--- src/rtl/dmaf_pkg.sv ---
package dmaf_pkg;

    typedef enum logic [1:0] {
        ACC_PASS        = 2'd0,
        ACC_BLOCK_CROSS = 2'd1,
        ACC_BLOCK_SELF  = 2'd2,
        ACC_NO_TARGET   = 2'd3
    } acc_verdict_e;

    typedef enum logic {
        OB_HOLD = 1'b0,
        OB_LOAD = 1'b1
    } ob_action_e;

endpackage

--- src/rtl/dmaf_window_dec.sv ---
module dmaf_window_dec #(
    parameter int          ADDR_W        = 24,
    parameter logic [7:0]  CROSS_PAGE    = 8'h21,
    parameter logic [15:0] SELF_REG_A    = 16'h420B,
    parameter logic [15:0] SELF_REG_B    = 16'h420C,
    parameter logic [15:0] SELF_BLK_LO   = 16'h4300,
    parameter logic [15:0] SELF_BLK_HI   = 16'h437F
) (
    input  logic [ADDR_W-1:0] addr,
    output logic              bank_has_regs,
    output logic              in_cross_page,
    output logic              in_self_regs
);

    localparam int BANK_LSB = ADDR_W - 8;

    logic [7:0]  bank;
    logic [15:0] offs;

    always_comb begin
        bank = addr[ADDR_W-1:BANK_LSB];
        offs = addr[15:0];
    end

    always_comb begin
        // register windows live in banks whose bit 6 is clear
        bank_has_regs = (bank[6] == 1'b0);
        in_cross_page = bank_has_regs && (offs[15:8] == CROSS_PAGE);
        in_self_regs  = bank_has_regs &&
                        ((offs == SELF_REG_A) ||
                         (offs == SELF_REG_B) ||
                         ((offs >= SELF_BLK_LO) && (offs <= SELF_BLK_HI)));
    end

endmodule

--- src/rtl/dmaf_verdict.sv ---
module dmaf_verdict
    import dmaf_pkg::*;
(
    input  logic         from_bus_a,
    input  logic         in_cross_page,
    input  logic         in_self_regs,
    input  logic         tgt_hit,
    output acc_verdict_e verdict
);

    always_comb begin
        if (from_bus_a && in_cross_page) begin
            verdict = ACC_BLOCK_CROSS;
        end else if (in_self_regs) begin
            verdict = ACC_BLOCK_SELF;
        end else if (!tgt_hit) begin
            verdict = ACC_NO_TARGET;
        end else begin
            verdict = ACC_PASS;
        end
    end

endmodule

--- src/rtl/dmaf_openbus.sv ---
module dmaf_openbus
    import dmaf_pkg::*;
#(
    parameter int          DATA_W    = 8,
    parameter logic [DATA_W-1:0] RESET_VAL = '0
) (
    input  logic              clk,
    input  logic              rst_n,
    input  ob_action_e        action,
    input  logic [DATA_W-1:0] load_val,
    output logic [DATA_W-1:0] bus_val
);

    logic [DATA_W-1:0] bus_nxt;

    always_comb begin
        unique case (action)
            OB_LOAD: bus_nxt = load_val;
            OB_HOLD: bus_nxt = bus_val;
            default: bus_nxt = bus_val;
        endcase
    end

    always_ff @(posedge clk) begin
        if (!rst_n) begin
            bus_val <= RESET_VAL;
        end else begin
            bus_val <= bus_nxt;
        end
    end

endmodule

--- src/rtl/dmaf_top.sv ---
module dmaf_top
    import dmaf_pkg::*;
#(
    parameter int ADDR_W = 24,
    parameter int DATA_W = 8
) (
    input  logic              clk,
    input  logic              rst_n,
    input  logic [ADDR_W-1:0] dma_addr,
    input  logic              from_bus_a,
    input  logic              dma_rd,
    input  logic              dma_wr,
    input  logic [DATA_W-1:0] dma_wdata,
    input  logic [DATA_W-1:0] tgt_rdata,
    input  logic              tgt_hit,
    output logic              tgt_rd,
    output logic              tgt_wr,
    output logic [DATA_W-1:0] tgt_wdata,
    output logic [DATA_W-1:0] dma_rdata
);

    logic              bank_has_regs;
    logic              in_cross_page;
    logic              in_self_regs;
    acc_verdict_e      verdict;
    ob_action_e        ob_action;
    logic [DATA_W-1:0] ob_val;

    dmaf_window_dec #(.ADDR_W(ADDR_W)) u_dec (
        .addr          (dma_addr),
        .bank_has_regs (bank_has_regs),
        .in_cross_page (in_cross_page),
        .in_self_regs  (in_self_regs)
    );

    dmaf_verdict u_ver (
        .from_bus_a    (from_bus_a),
        .in_cross_page (in_cross_page),
        .in_self_regs  (in_self_regs),
        .tgt_hit       (tgt_hit),
        .verdict       (verdict)
    );

    // output process: all port values come from the verdict
    always_comb begin
        tgt_wdata = dma_wdata;
        unique case (verdict)
            ACC_PASS: begin
                tgt_rd    = dma_rd;
                tgt_wr    = dma_wr;
                dma_rdata = tgt_rdata;
                ob_action = dma_rd ? OB_LOAD : OB_HOLD;
            end
            ACC_BLOCK_CROSS, ACC_BLOCK_SELF: begin
                tgt_rd    = 1'b0;
                tgt_wr    = 1'b0;
                dma_rdata = ob_val;
                ob_action = dma_rd ? OB_LOAD : OB_HOLD;
            end
            ACC_NO_TARGET: begin
                tgt_rd    = dma_rd;
                tgt_wr    = dma_wr;
                dma_rdata = ob_val;
                ob_action = OB_HOLD;
            end
            default: begin
                tgt_rd    = 1'b0;
                tgt_wr    = 1'b0;
                dma_rdata = ob_val;
                ob_action = OB_HOLD;
            end
        endcase
    end

    dmaf_openbus #(.DATA_W(DATA_W)) u_ob (
        .clk      (clk),
        .rst_n    (rst_n),
        .action   (ob_action),
        .load_val (dma_rdata),
        .bus_val  (ob_val)
    );

    logic unused_bank;
    assign unused_bank = bank_has_regs;

endmodule

--- config.mk ---
export PLATFORM = sky130hd
export DESIGN_NAME = dmaf_top
export DESIGN_NICKNAME = d
export VERILOG_FILES = /design/src/rtl/dmaf_pkg.sv /design/src/rtl/dmaf_window_dec.sv /design/src/rtl/dmaf_verdict.sv /design/src/rtl/dmaf_openbus.sv /design/src/rtl/dmaf_top.sv
export SDC_FILE = /design/constraint.sdc
export NUM_CORES = 1
export LEC_CHECK = 0
export BUFFER_PORTS_ARGS = -buffer_cell sky130_fd_sc_hd__buf_2
export CAP_MARGIN = 20
export CORE_AREA = 2 2 45 47
export DETAILED_ROUTE_END_ITERATION = 8
export DIE_AREA = 0 0 47 49
export GPL_ROUTABILITY_DRIVEN = 1
export HOLD_SLACK_MARGIN = 0.1
export PLACE_DENSITY = 0.8
export SLEW_MARGIN = 30
export SYNTH_ARGS = -nofsm -noshare
export SYNTH_HDL_FRONTEND = slang
export SYNTH_SLANG_ARGS = --single-unit
--- constraint.sdc ---
create_clock -name clk -period 3.5 [get_ports clk]
set_input_delay 0.175 -clock clk [delete_from_list [all_inputs] [get_ports clk]]
set_output_delay 0.175 -clock clk [all_outputs]
set_load 0.005 [all_outputs]
==> impl_results.md <==
- Outcome: finished clean
- Root buffer cell: clkbuf_4
- Leak: 0.000403 uW
- H-tree depth: 1
- Number of port buffers: 40
- Skew final: 0 ns
- Highest ir drop seen on vdd: about 0.17 mV
- R2R Path End: u_ob.bus_val[4]$_SDFFE_PN0P_
- Cell count after synthesis: between 60 and 70
- Min-delay worst type: in2reg
- R2R Setup Slk: between 2 and 3 ns
- Max FFs per register: 8
- CP max FO: 8
- Multi-input logic area: 410 um^2
- Initial antenna violation count: 0
- R2R cell count: 3
- PwrDens: 277 mW/mm^2
- Vias in the first global route: between 500 and 600
- RR Startpoint: u_ob.bus_val[4]$_SDFFE_PN0P_
- Worst-Margin Slew: 0.404 ns
- Register area: ~160 um^2
- Avg Cell Area, Syn: 9.97 um^2
- Filler Cell Count: approximately 200
- Number of synthesized flops with an enable pin: 0
- Hold_sp: rst_n
- WP data arrival: 2.18 ns
- Worst hold margin: around 0.23 ns
- Ys flop type: dfxtp_1
- CTS tree: built
- DR vias: roughly 620
- Crit Path Category: in2out
- WL/cell: about 12 um
- Post-route ant nets: 0
- Syn_nets: between 100 and 150
- Fin crit period: around 2.4 ns
- Fin. Hold Viols: 0
- Period utilization: 0.672
- Clock buffer depth: 2
- Ys async rst share: 0
- Postcts setup bufs: 0
- Worst Hold Path EP: u_ob.bus_val[1]$_SDFFE_PN0P_
- Vias per Instance: 4.94
- CTS Buf Count: 3
- DRC Markers: 0
- Worst-Skew Late Latency: 0.25 ns
- Post-DP HPWL: around 1300 um
- DRT Pass-1 Iters: 4
- Clock transition at path regs: 0.05 ns
- Slew margin rel.: 0.727
- Synth top area share: 0.247
- Worst EP required: between 3 and 4 ns
- Layout net count: 149
- Setup TNS Final: 0 ns
- Largest regs: u_ob.bus_val x8
- # resized after CTS: 0
- Placer Congestion: approximately 0.63
- Unrepaired setup endpoints after global routing: no
- Antenna cells: 0
- #FFs+latches synth: 8
- TritonCTS Sinks: 8
- Largest reg by FF count: u_ob.bus_val
- Max-slew violations: 0
- Final Instance Area: between 800 and 900 um^2
- Hold depth: 2
- Core area: 0.00184 mm^2
- Layout area overhead: 29.9%
- Die X: around 47 um
- Die Y: approximately 49 um
- Post-Syn Area: 648 um^2
- FP Rows: 16
- Cts hold-fix bufs: 0
- Placed inst area: between 800 and 900 um^2
- Fmax: approximately 430 MHz
- Register area share after synthesis: 0.247
- Starting Density: 0.352
- Layout cells sized above 1: 0.566
- Type of origin of the critical path: primary input
- Largest net degree at the start of global routing: 9
- Pwr Total: between 200 and 250 uW
- Most numerous cell in the Yosys netlist: nor2b_1
- Total grt overflow: 0
- Yosys warns: 0
- Netlist cell types: 20
- Io pins: 64
- Post-synth top area cell: dfxtp_1
- Die area: roughly 0.0023 mm^2
- Top area cells in the synthesized netlist: dfxtp_1, mux2_2, mux2i_1, nor2b_1, buf_4
- DRT iter0 DRCs: 3
- Commonest cells post-synth: nor2b_1, buf_4, dfxtp_1, mux2_2, mux2i_1
- Routed wire length: 1490 um
- First-pass GRT wire length: roughly 2200 um
- Worst setup EP type: primary output
- Maxcap violations: 0
- # setup viols final: 0
- GRT Resource Usage Total: 0.132
## worst max-delay path: stages
cell,delay (ns)
buf_2,0.10
or4_4,0.54
nor4_4,0.29
a311o_2,0.16
ha_1,0.37
mux2_2,0.39
buf_2,0.13
## layout by cell type (no fill, tap or decap), types with 2 or more instances in the layout
cell	Yosys	layout
ha_1	2	2
dfxtp_1	8	8
inv_1	2	2
clkbuf_4	0	3
a21oi_1	2	2
buf_2	2	40
mux2_2	8	8
nor2b_1	11	11
a311o_2	2	2
nor4b_1	2	2
mux2i_1	8	8
a311oi_1	2	2
## metrics by stage
stage,instances,utilization,setup WS (ns)
2_1_floorplan,65,-,1.43
3_3_place_gp,123,0.445,1.15
3_5_place_dp,123,0.445,1.08
4_1_cts,126,0.457,1.11
5_1_grt,126,0.457,1.03
6_report,126,0.457,1.15
## worst max path at each step
stage | startpoint | to | slack (ns) | cells after the start
4_1_cts | dma_addr[12] | dma_rdata[4] | 1.11 | 7
6_report | dma_addr[12] | dma_rdata[0] | 1.15 | 7
3_3_place_gp | dma_addr[12] | u_ob.bus_val[2]$_SDFFE_PN0P_ | 1.15 | 8
3_5_place_dp | dma_addr[12] | u_ob.bus_val[4]$_SDFFE_PN0P_ | 1.08 | 8
5_1_grt | dma_addr[22] | dma_rdata[4] | 1.03 | 7
2_1_floorplan | dma_addr[12] | u_ob.bus_val[0]$_SDFFE_PN0P_ | 1.43 | 8
## report_power, final
group          internal, uW  leakage (uW)  switching, uW  total (uW)
clock network          39.2     0.0000138           30.4        69.5
registers              94.4     0.0000648           1.57        96.0
logic                  38.8      0.000324           28.6        67.4
total                   172      0.000403           60.5         233
## layout make-up
class / instances / share of cell area
flip-flops and latches: 8 / 0.190
clock buffers: 3 / 0.0267
multi-input cells: 45 / 0.487
inverters: 2 / 0.00892
repair buffers: 41 / 0.247
well taps: 27 / 0.0401
## kinds of logic after synthesis
group                    count (synthesis)  share of synthesized area
AND/OR/NAND/NOR                         20                      0.241
AO/OA/AOI/OAI                            7                     0.0907
flip-flops                               8                      0.247
buffers and inverters                   12                      0.120
adder cells (fa/ha/maj)                  2                     0.0386
multiplexers                            16                      0.263
## metal layers
metal | vias up | global-route usage | wire length (um) | part of all wire
li1 | 305 | - | - | -
met1 | 280 | 0.103 | 495 | 0.33
met2 | 36 | 0.285 | 835 | 0.56
met3 | 2 | 0.0222 | 157 | 0.11
met4 | 0 | 0.0370 | 4 | 0.0027
met5 | - | 0 | 0 | 0
Power figures use the tool's default switching activity.
